File: src/rtl/bar_pkg.sv
package bar_pkg;

    typedef enum logic [1:0] {
        BAR_OFF   = 2'd0,
        BAR_MEM32 = 2'd1,
        BAR_MEM64 = 2'd2
    } bar_kind_e;

    localparam int WORD_W = 32;
    localparam int ADDR_W = 64;
    localparam int FLAG_W = 4;

    // Mask of the address bits that take part in the decode.
    function automatic logic [ADDR_W-1:0] decode_mask(bar_kind_e kind, int size_log2);
        logic [ADDR_W-1:0] m;
        m = ~((64'd1 << size_log2) - 64'd1);
        if (kind == BAR_OFF) m = '0;
        return m;
    endfunction

    // Mask of the bits that software can write.
    function automatic logic [ADDR_W-1:0] write_mask(bar_kind_e kind, int size_log2);
        logic [ADDR_W-1:0] m;
        m = decode_mask(kind, size_log2);
        if (kind == BAR_MEM32) m = m & 64'h0000_0000_FFFF_FFFF;
        return m;
    endfunction

    // Read-only type nibble: bit0 memory, bits[2:1] width, bit3 prefetchable.
    function automatic logic [FLAG_W-1:0] type_flags(bar_kind_e kind, logic prefetch);
        logic [FLAG_W-1:0] f;
        f = '0;
        if (kind != BAR_OFF) begin
            f[3]   = prefetch;
            f[2:1] = (kind == BAR_MEM64) ? 2'b10 : 2'b00;
            f[0]   = 1'b0;
        end
        return f;
    endfunction

endpackage

File: src/rtl/bar_word.sv
module bar_word
    import bar_pkg::*;
#(
    parameter logic [WORD_W-1:0] WMASK  = '0,
    parameter logic [WORD_W-1:0] ROBITS = '0
) (
    input  logic              clk,
    input  logic              rst,
    input  logic              wr,
    input  logic [WORD_W-1:0] wdata,
    output logic [WORD_W-1:0] q,
    output logic [WORD_W-1:0] rdata
);
    logic [WORD_W-1:0] q_r;

    always_ff @(posedge clk) begin
        if (rst)     q_r <= '0;
        else if (wr) q_r <= wdata & WMASK;
    end

    assign q     = q_r;
    assign rdata = q_r | ROBITS;
endmodule

File: src/rtl/bar_decode.sv
module bar_decode
    import bar_pkg::*;
#(
    parameter logic [ADDR_W-1:0] DMASK = '0,
    parameter bit                ACTIVE = 1'b1
) (
    input  logic [ADDR_W-1:0] addr,
    input  logic [ADDR_W-1:0] base,
    input  logic              mem_en,
    output logic              hit
);
    generate
        if (ACTIVE) begin : g_live
            logic match;
            assign match = ((addr & DMASK) == base);
            assign hit   = mem_en & match;
        end else begin : g_dead
            assign hit = 1'b0;
        end
    endgenerate
endmodule

File: src/rtl/sizable_bar.sv
module sizable_bar
    import bar_pkg::*;
#(
    parameter bar_kind_e KIND      = BAR_MEM64,
    parameter int        SIZE_LOG2 = 12,
    parameter bit        PREFETCH  = 1'b1
) (
    input  logic        clk,
    input  logic        rst,
    input  logic        cfg_wr,
    input  logic        cfg_sel,
    input  logic [31:0] cfg_wdata,
    output logic [31:0] cfg_rdata,
    input  logic        mem_space_en,
    input  logic [63:0] req_addr,
    output logic        req_hit,
    output logic [63:0] bar_base
);
    localparam logic [ADDR_W-1:0] WM = write_mask(KIND, SIZE_LOG2);
    localparam logic [ADDR_W-1:0] DM = decode_mask(KIND, SIZE_LOG2);
    localparam logic [FLAG_W-1:0] FL = type_flags(KIND, PREFETCH);
    localparam int                NWORDS = ADDR_W / WORD_W;

    logic [WORD_W-1:0] word_q  [NWORDS];
    logic [WORD_W-1:0] word_rd [NWORDS];

    genvar g;
    generate
        for (g = 0; g < NWORDS; g++) begin : g_word
            localparam logic [WORD_W-1:0] RO =
                (g == 0) ? {{(WORD_W-FLAG_W){1'b0}}, FL} : '0;
            bar_word #(
                .WMASK  (WM[g*WORD_W +: WORD_W]),
                .ROBITS (RO)
            ) u_word (
                .clk   (clk),
                .rst   (rst),
                .wr    (cfg_wr && (cfg_sel == 1'(g))),
                .wdata (cfg_wdata),
                .q     (word_q[g]),
                .rdata (word_rd[g])
            );
        end
    endgenerate

    assign cfg_rdata = word_rd[cfg_sel];
    assign bar_base  = {word_q[1], word_q[0]};

    bar_decode #(
        .DMASK  (DM),
        .ACTIVE (KIND != BAR_OFF)
    ) u_dec (
        .addr   (req_addr),
        .base   (bar_base),
        .mem_en (mem_space_en),
        .hit    (req_hit)
    );
endmodule

File: config.mk
export PLATFORM = sky130hd
export DESIGN_NAME = sizable_bar
export DESIGN_NICKNAME = d
export VERILOG_FILES = /design/src/rtl/bar_pkg.sv /design/src/rtl/bar_word.sv /design/src/rtl/bar_decode.sv /design/src/rtl/sizable_bar.sv
export SDC_FILE = /design/constraint.sdc
export NUM_CORES = 1
export LEC_CHECK = 0
export ABC_AREA = 1
export BUFFER_PORTS_ARGS = -buffer_cell sky130_fd_sc_hd__buf_2
export CORE_UTILIZATION = 52
export DETAILED_ROUTE_END_ITERATION = 10
export GPL_TIMING_DRIVEN = 1
export PLACE_DENSITY_LB_ADDON = 0.12
export SYNTH_ARGS = -nofsm -noshare
export SYNTH_HDL_FRONTEND = slang
export SYNTH_HIERARCHICAL = 1
export SYNTH_SLANG_ARGS = --single-unit
File: constraint.sdc
create_clock -name clk -period 2.5 [get_ports clk]
set_input_delay 0.125 -clock clk [delete_from_list [all_inputs] [get_ports clk]]
set_output_delay 0.125 -clock clk [all_outputs]
set_load 0.005 [all_outputs]
[Word level (Yosys, flattened, before mapping)]
Cells that the tools add are included.
Word-level totals
  latch bits: 0
  ROM bits: 0
  memories kept: 0
  register bits: 52
  bits in writable memories: 0
  word-level logic and storage cells: 12
Cells by class
  reduce and logical (&&, ||, !) cells: 2
  equality and inequality tests: 1
  shift-type cells: 0
  div/mod/pow operators: 0
  multiplexer cells: 3
  bitwise logic cells: 3
  $add $sub $neg: 0
  magnitude comparators: 1
  multiply operators: 0
Operator list (count)
  32-bit two-way mux: 3
  52-bit == test: 1
  2-bit greater-or-equal comparator, second input constant: 1
  1-bit logical AND: 2
  1-bit inverter with 2-bit output: 1
  1-bit AND: 1
  1-bit inverter: 1

[Depth between registers and ports, before layout]
Gate-level depths: netlist (run 1).
  depth after elaboration: 4
  gate-level depth with buffers: 10
  gate-level depth less buffers: 10

[Cells and area by module]
Netlist (run 1), hierarchy kept.
By module, submodules not included
  bar_word at g_word[1].u_word: seq. area each 640.6 um2, area an instance 1579.0 um2, instances 1, cells each 235
  bar_word at g_word[0].u_word: seq. area each 400.4 um2, area an instance 1172.4 um2, instances 1, cells each 173
  bar_decode: seq. area each 0.0 um2, area an instance 1048.5 um2, instances 1, cells each 255
  sizable_bar: seq. area each 0.0 um2, area an instance 489.2 um2, instances 1, cells each 108

[Worst setup path after synthesis (run 1)]
Ideal clock, no wire load.
  path kind: input to register
  from: in cfg_sel
  to: reg g_word[0].u_word.q_r[13]
  required time: 2387 ps
  setup time: 113 ps
  stages on the path: 7
  setup slack: 1417 ps
  arrival: 970 ps
  cell sequence: buf_6 > buf_6 > nor2_1 > buf_6 > nand2_1 > nand2_1 > nor2_1
Between the ends
  cells in the longest elaborated chain, start to end: 2
RTL lines
  from (decl): line sizable_bar.sv:11  | input logic cfg_sel,
  1-bit inverter: line sizable_bar.sv:38  | .wr (cfg_wr && (cfg_sel == 1'(g))),
  1-bit logical AND: line sizable_bar.sv:38
  to (signal assigned): line bar_word.sv:18  | else if (wr) q_r <= wdata & WMASK;
  to (decl): line bar_word.sv:14  | logic [WORD_W-1:0] q_r;
Every way passes these cells.
A chain may end at the register's enable or synchronous reset.

[Final worst setup path (run 1)]
  from: reg g_word[1].u_word.q_r[16]
  to: out req_hit
Between the ends
  cells in the longest elaborated chain, start to end: 2
RTL lines
  from (decl): line bar_word.sv:14
  from (signal assigned): line bar_word.sv:18
  52-bit == test: line bar_decode.sv:15  | assign match = ((addr & DMASK) == base);
  1-bit AND: line bar_decode.sv:16  | assign hit = mem_en & match;
  to (decl): line sizable_bar.sv:16  | output logic req_hit,
Every way passes these cells.

==> impl_metrics.tcl, run 1 <==
set metrics [dict create \
    grt_max_degree 36 \
    synth_edf_count 0 \
    critPathKind "register to output port" \
    rsz0062_at_grt "no" \
    synth.ff_latch_count 52 \
    ant_nets 0 \
    start_kind "register" \
    drive_gt1_frac 0.234 \
    io_pins 198 \
    required_ns 2.38 \
    vias 4304 \
    portBuffers 173 \
    die_y_um 92.8 \
    synth_cell_type_count 21 \
    totalWireLength_mm 10.9 \
    skew_ns 0 \
    setup_viol 0 \
    fillers 853 \
    numClockSinks 52 \
    cts_max_path_buffers 2 \
    dieArea_um2 8620 \
    seq_area_frac_synth 0.243 \
    syn-cell-area_um2 4290 \
    dieWidth_um 92.8 \
    regToRegSetupSlack_ns 1.80 \
    r2r_start "g_word[1].u_word/q[14]" \
    worst_hold_startpoint "cfg_wdata[0]" \
    fin_area_um2 4780 \
    cts_tree "built" \
    yosys_warnings 6 \
    synth_ff_type "dfxtp_1" \
    finalSetupTns_ns 0 \
    numCtsBuffers 5 \
    grt_pass1_wl_mm 17.2 \
    holdCritPathClass "primary input to register" \
    powerDensity_nw_per_um2 481 \
    wl_met3_um 839 \
    reg2reg_depth 2 \
    worst_pin_slew_ns 0.726 \
    dpl_cell_area_um2 4620 \
    met1_length_mm 4.82 \
    synth_top_cell_area_share 0.264 \
    first_iter_violations 153 \
    area_delta_synth_final_pct 11.4 \
    cp_max_fo 4 \
    crit_arrival_ns 1.68 \
    num_antenna_cells 0 \
    hold-path-endpoint "g_word[1].u_word/q[0]" \
    max_freq_ghz 0.555 \
    min_period_over_period 0.721 \
    vias_per_cell 4.38 \
    r2r-end "g_word[1].u_word/q[14]" \
    synth.area.top_cells "nand2_1 26%, dfxtp_1 24%, buf_4 14%, nor2_1 12%, inv_1 11%" \
    avgSynthCellArea_um2 5.56 \
    maxSlewHeadroom 0.516 \
    fp-row-count 32 \
    final_nets 980 \
    core_um2 7850 \
    cts_post_setup_buffers_inserted 0 \
    largest_reg_flops 52 \
    wl_met2_mm 5.17 \
    antenna_found_initial 0 \
    slew_viol_final 0 \
    highest_layer "met4" \
    place.gp.congestion 0.931 \
    ir_drop_mv 0.229 \
    drt-pass1-iter-count 4 \
    routedWlPerCell_um 11.1 \
    clk_pin_slew_ns 0.10 \
    hpwl_mm 8.38 \
    multi_input_area_um2 2020 \
    grt_pass1_vias 3725 \
    post_cts_resized 0 \
    synthesis.instances 771 \
    async_flop_share 0 \
    grt_overflow 0 \
    worst_setup_path_end_kind "output port" \
    maxCapViolations 0 \
    outcome "completed" \
    grt_usage 0.254 \
    ff_latch_area_um2 1040 \
    h-tree-depth 2 \
    yosys.cell_count.top_type "nand2_1" \
    total_leakage_power_nw 3.03 \
    holdBufCountCts 0 \
    yosys.area.top_type "nand2_1" \
    hold_viol 0 \
    drc 0 \
    initial_utilization 0.547 \
    worstHoldPathCells 5 \
    worstSkewPairLatency_ns 0.31 \
    cts_root_buffer "clkbuf_8" \
    fin_crit_ns 1.80 \
    synth_common_cells "302 x nand2_1, 136 x nor2_1, 129 x inv_1, 78 x buf_4, 52 x dfxtp_1" \
]
worst max-delay path by stage:
stage	from	endpoint	slack, ns	cells past startpoint
2_1_floorplan	cfg_sel	g_word[0].u_word/q[13]	1.42	7
4_1_cts	g_word[1].u_word/q[16]	req_hit	0.71	8
3_5_place_dp	g_word[1].u_word/q[16]	req_hit	1.07	8
3_3_place_gp	g_word[1].u_word/q[16]	req_hit	1.10	8
5_1_grt	g_word[1].u_word/q[16]	req_hit	0.55	8
6_report	g_word[1].u_word/q[16]	req_hit	0.70	8
per-stage QoR:
| stage | worst slack, ns | hold slack, ns | power, mW | instances | util |
|---|---|---|---|---|---|
| 2_1_floorplan | 1.42 | 0.307 | 1.40 | 793 | - |
| 4_1_cts | 0.709 | 0.0959 | 2.31 | 982 | 0.609 |
| 3_3_place_gp | 1.10 | 0.415 | 1.51 | 974 | 0.588 |
| 6_report | 0.697 | 0.0994 | 2.30 | 982 | 0.609 |
| 3_5_place_dp | 1.07 | 0.422 | 1.52 | 974 | 0.588 |
| 5_1_grt | 0.552 | 0.106 | 2.43 | 982 | 0.609 |
where the power goes:
group,switching (mW),total [mW],leakage [nW],internal [mW]
clock network,0.290,0.791,0.0784,0.500
registers,0.0737,0.958,0.429,0.884
logic,0.305,0.550,2.52,0.245
total,0.669,2.30,3.03,1.63
cell type report:
class                   instances  share of cell area
multi-input cells             507               0.423
flip-flops and latches         52               0.218
repair buffers                178               0.192
inverters                     135               0.107
well taps                     102              0.0267
clock inverters                 3              0.0189
clock buffers                   5              0.0144
routing by layer:
metal	global-route usage	up-vias
met2	0.452	147
li1	-	2300
met1	0.323	1850
met4	0.0551	0
met5	0	-
met3	0.0337	7
worst max-delay path: stages (launching register included):
cell and delay [ns]:
dfxtp_1 0.36, xnor2_1 0.24, nand2_1 0.07, nor2_1 0.17, nand2_1 0.07, nor2_1 0.14
nand2_1 0.09, nor2_2 0.09, buf_2 0.13
cell usage in the layout, fill, tap and decap left out:
cell	instances
inv_6	1
inv_1	128
o21ai_1	14
buf_12	1
clkbuf_8	5
nor3_2	1
o21ai_0	5
nand2_2	11
buf_4	4
bufinv_16	3
buf_2	173
nand2_1	302
conb_1	24
inv_2	5
xnor2_1	10
clkinv_1	1
nand4_1	1
dfxtp_1	52
and2_1	1
nor2_2	2
nor2_1	135
nand3_1	1
kinds of logic (layout without fill, tap and decap cells):
family,Yosys count,after routing,synth area share
AOI/OAI and AO/OA,19,19,0.0222
and+or+nand+nor,454,454,0.407
other,2,24,0.00175
buffers and inverters,234,321,0.306
xor gates and xnor gates,10,10,0.0204
DFF,52,52,0.243
Power figures use the tool's default switching activity.
==> run 2: changes to the inputs <==
CORE_UTILIZATION = 48   (was 52)
clock period = 1.76 ns   (was 2.5 ns; I/O delays follow)
==> impl_metrics.tcl, run 2 (synthesized netlist as in run 1, its figures left out) <==
set metrics [dict create \
    grt_usage 0.231 \
    crit_path_start "g_word[1].u_word/q[16]" \
    pwr-share-seq 0.472 \
    dieWidth_um 96.5 \
    antenna_found_initial 0 \
    clk_pin_slew_ns 0.11 \
    min_period_over_period 0.944 \
    fp-row-count 34 \
    dieArea_um2 9320 \
    setup_viol 0 \
    final_nets 981 \
    r2r_start "g_word[0].u_word/q[23]" \
    worst_pin_slew_ns 0.750 \
    worst_setup_path_end_kind "output port" \
    largest_reg_flops 52 \
    maxCapViolations 0 \
    intPower_mw 1.91 \
    hold_viol 0 \
    ir_drop_mv 0.310 \
    fin_area_um2 4770 \
    finalSetupTns_ns 0 \
    cts_root_buffer "clkbuf_8" \
    drive_gt1_frac 0.258 \
    initial_utilization 0.494 \
    vias_per_cell 4.40 \
    reg2reg_depth 2 \
    worstHoldPathCells 5 \
    start_kind "register" \
    cp_max_fo 4 \
    place.gp.congestion 0.889 \
    io_pins 198 \
    fin_crit_ns 1.66 \
    totalWireLength_mm 11.1 \
    clkPwrFrac 0.256 \
    routedWlPerCell_um 11.2 \
    slew_viol_final 0 \
    grt_max_degree 41 \
    holdWs_ns 0.0530 \
    crit_arrival_ns 1.57 \
    ant_nets 0 \
    cts_max_path_buffers 2 \
    holdCritPathClass "primary input to register" \
    dpl_cell_area_um2 4640 \
    numCtsBuffers 5 \
    hpwl_mm 8.72 \
    cts_post_setup_buffers_inserted 0 \
    layout_common_cells "302 x nand2_1, 173 x buf_2, 134 x nor2_1" \
    numClockSinks 52 \
    drc 0 \
    first_iter_violations 145 \
    maxSlewHeadroom 0.499 \
    grt_pass1_vias 3616 \
    area_delta_synth_final_pct 11.1 \
    die_y_um 96.5 \
    drt-pass1-iter-count 4 \
    final_core_util 0.549 \
    layout_commonest_cell "nand2_1" \
    total_leakage_power_nw 3.01 \
    skew_ns 0 \
    outcome "completed" \
    worstSkewPairLatency_ns 0.31 \
    max_freq_ghz 0.602 \
    portBuffers 173 \
    powerDensity_nw_per_um2 607 \
    h-tree-depth 2 \
    swShare 0.341 \
    cts_tree "built" \
    rsz0062_at_grt "no" \
    num_antenna_cells 0 \
    required_ns 1.67 \
    vias 4353 \
    critPathKind "register to output port" \
    core_um2 8680 \
    worst_hold_startpoint "cfg_wdata[12]" \
    p_switching_mw 0.987 \
    pwr-share-comb 0.272 \
    grt_overflow 0 \
    grt_pass1_wl_mm 16.4 \
]
run 2: cell types whose count changed in the layout (fill, tap and decap cells not counted):
cell / previous run / this run
nor2_4: 0 / 1
dfxtp_1: 52 / 34
xnor2_2: 0 / 1
buf_4: 4 / 5
inv_6: 1 / 3
xnor2_1: 10 / 9
clkinv_4: 0 / 1
nor2_1: 135 / 134
bufinv_16: 3 / 0
dfxtp_2: 0 / 18
run 2: final cells by class:
type                            instances  area, um2
Tap cell                              108        135
Clock inverter                          3       26.3
Multi-Input combinational cell        507       2040
Clock buffer                            5       68.8
Fill cell                             980       3910
Timing Repair Buffer                  179        923
Inverter                              135        512
Sequential cell                        52       1060
run 2: path summary, 6_finish.rpt:
check / to / slack [ns]
worst max-delay path: req_hit / 0.1
worst min-delay path: g_word[1].u_word/q[12] / 0.05
worst max register to register: g_word[0].u_word/q[23] / 1.07
worst min register to register: g_word[1].u_word/q[0] / 0.50
run 2: layer usage:
layer,share of wire,track usage
met5,0,0
met4,0.011,0.0637
met3,0.067,0.0391
met2,0.48,0.400
met1,0.45,0.294
run 2: through the flow:
step	std cells	setup WS (ns)	power [mW]
5_1_grt	989	0.00680	3.11
4_1_cts	989	0.0345	2.91
6_report	989	0.0982	2.89
2_1_floorplan	793	0.714	1.99
3_5_place_dp	981	0.396	2.17
3_3_place_gp	981	0.382	2.15
run 2: critical path, cell delays in order (launching register included):
cell and delay [ns]:
dfxtp_2 0.36, xnor2_2 0.20, nand2_1 0.08, nor2_1 0.16
nand2_1 0.08, nor2_2 0.12, nand2_1 0.08, nor2_2 0.07
buf_2 0.13
run 2: power groups by stage:
stage / Clock [mW] / Sequential (mW) / Combinational [mW]
2_1_floorplan: 0 / 1.37 / 0.623
3_3_place_gp: 0 / 1.39 / 0.764
3_5_place_dp: 0 / 1.39 / 0.783
4_1_cts: 0.764 / 1.36 / 0.786
5_1_grt: 0.815 / 1.38 / 0.912
6_report: 0.741 / 1.37 / 0.788
run 2: repair_timing:
action	CTS	global route
setup endpoints to repair	0	1
gates resized for setup	0	20
hold buffers	0	0
==> run 3: changes to the inputs <==
PLACE_DENSITY = 0.82   (was default)
PLACE_DENSITY_LB_ADDON = default   (was 0.12)
clock period = 1.62 ns   (was 1.76 ns; I/O delays follow)
==> impl_metrics.tcl, run 3 (synthesized netlist as in run 1, its figures left out) <==
set metrics [dict create \
    antenna_found_initial 1 \
    final_nets 980 \
    holdWs_ns 0.0546 \
    worstSkewPairLatency_ns 0.30 \
    fin_crit_ns 1.61 \
    holdBufCountCts 0 \
    portBuffers 173 \
    worst_hold_startpoint "cfg_wdata[0]" \
    fp-row-count 34 \
    dieWidth_um 96.5 \
    clk_pin_slew_ns 0.09 \
    stdcell_count 989 \
    cts_tree "built" \
    required_ns 1.54 \
    core_um2 8680 \
    crit_arrival_ns 1.53 \
    first_iter_violations 129 \
    totalWireLength_mm 11.0 \
    initial_utilization 0.494 \
    powerDensity_nw_per_um2 673 \
    place.gp.congestion 0.821 \
    die_y_um 96.5 \
    layout_common_cells "302 x nand2_1, 173 x buf_2, 133 x nor2_1" \
    holdCritPathClass "primary input to register" \
    setup_viol 0 \
    layout_commonest_cell "nand2_1" \
    largest_reg_flops 52 \
    drc 0 \
    grt_max_degree 41 \
    worst_setup_path_end_kind "output port" \
    io_pins 198 \
    worstHoldPathCells 5 \
    cp_max_fo 4 \
    max_freq_ghz 0.621 \
    drive_gt1_frac 0.260 \
    r2r-end "g_word[1].u_word/q[2]" \
    hold-path-endpoint "g_word[1].u_word/q[0]" \
    hpwl_mm 8.50 \
    worst_pin_slew_ns 0.679 \
    rsz0062_at_grt "yes" \
    grt_overflow 0 \
    vias 4250 \
    reg2reg_depth 2 \
    area_delta_synth_final_pct 12.0 \
    grt_usage 0.229 \
    worst_slack_ns 0.00918 \
    regToRegSetupSlack_ns 0.96 \
    ir_drop_mv 0.359 \
    cts_root_buffer "clkbuf_8" \
    maxCapViolations 0 \
    finalSetupTns_ns 0 \
    post-place-ws_ns 0.266 \
    grt_pass1_wl_mm 16.1 \
    r2r_start "g_word[1].u_word/q[2]" \
    drt-pass1-iter-count 4 \
    skew_ns 0 \
    hold_viol 0 \
    slew_viol_final 0 \
    min_period_over_period 0.994 \
    numCtsBuffers 5 \
    numClockSinks 52 \
    outcome "completed" \
    cts_max_path_buffers 2 \
    critPathKind "register to output port" \
    start_kind "register" \
    grt_pass1_vias 3499 \
    dp.cells 980 \
    cts_post_setup_buffers_inserted 0 \
    h-tree-depth 2 \
    routedWlPerCell_um 11.1 \
    total_leakage_power_nw 3.03 \
    dieArea_um2 9320 \
    ant_nets 0 \
    vias_per_cell 4.30 \
    maxSlewHeadroom 0.547 \
]
==> run 3: cell count changes in the layout (fill, tap and decap cells not counted), moves of 2 or more <==
cell	before	now
buf_4	5	3
inv_6	3	1
nor2_2	2	4
xnor2_1	9	7
xnor2_2	1	3
==> run 3: stage by stage <==
| stage | power (mW) | util | cell area [um2] |
|---|---|---|---|
| after floorplan | 2.16 | - | 4370 |
| after global placement | 2.34 | 0.534 | 4640 |
| after CTS | 3.25 | 0.550 | 4770 |
| after global routing | 3.47 | 0.553 | 4800 |
| after detailed placement | 2.36 | 0.534 | 4640 |
| final | 3.23 | 0.553 | 4800 |
==> run 3: critical path: stages, from the launching register on <==
cell and delay, ns:
dfxtp_1 0.38, inv_1 0.09, nand2_1 0.10, nand2_1 0.06
nor2_1 0.12, nand2_1 0.06, nor2_1 0.10, nand3_1 0.09
nor2_2 0.11, buf_2 0.13
==> run 3: final cells by class <==
| cell class | count | area (um2) |
|---|---|---|
| tap | 108 | 135 |
| clock buffer | 6 | 72.6 |
| fill | 975 | 3880 |
| antenna | 1 | 2.50 |
| sequential | 52 | 1070 |
| clock inverter | 2 | 35.0 |
| multi-input combinational | 507 | 2050 |
| inverter | 135 | 512 |
| timing repair buffer | 178 | 928 |
==> run 3: repair_timing <==
| action | in CTS | in global routing |
|---|---|---|
| gates resized for setup | 17 | 8 |
| endpoints found under the setup margin | 1 | 1 |
| cloned | 0 | 0 |
==> run 3: worst max path at each step <==
stage | cells after the start | start | slack (ns) | endpoint
after global placement | 9 | g_word[1].u_word/q[11] | 0.31 | req_hit
after floorplan | 7 | cfg_sel | 0.58 | g_word[0].u_word/q[16]
after CTS | 9 | g_word[1].u_word/q[8] | 0.01 | req_hit
after global routing | 8 | g_word[1].u_word/q[16] | -0.10 | req_hit
final | 9 | g_word[1].u_word/q[8] | 0.009 | req_hit
after detailed placement | 8 | g_word[1].u_word/q[16] | 0.27 | req_hit
==> run 3: per-layer routing <==
metal / global-route usage / part of all wire
met1: 0.277 / 0.44
met2: 0.418 / 0.47
met3: 0.0446 / 0.079
met4: 0.0478 / 0.0096
met5: 0 / 0
==> run 3: power breakdown <==
group / switching [mW] / leakage, nW / internal [mW]
Sequential: 0.115 / 0.436 / 1.37
Combinational: 0.471 / 2.54 / 0.387
Clock: 0.431 / 0.0552 / 0.459
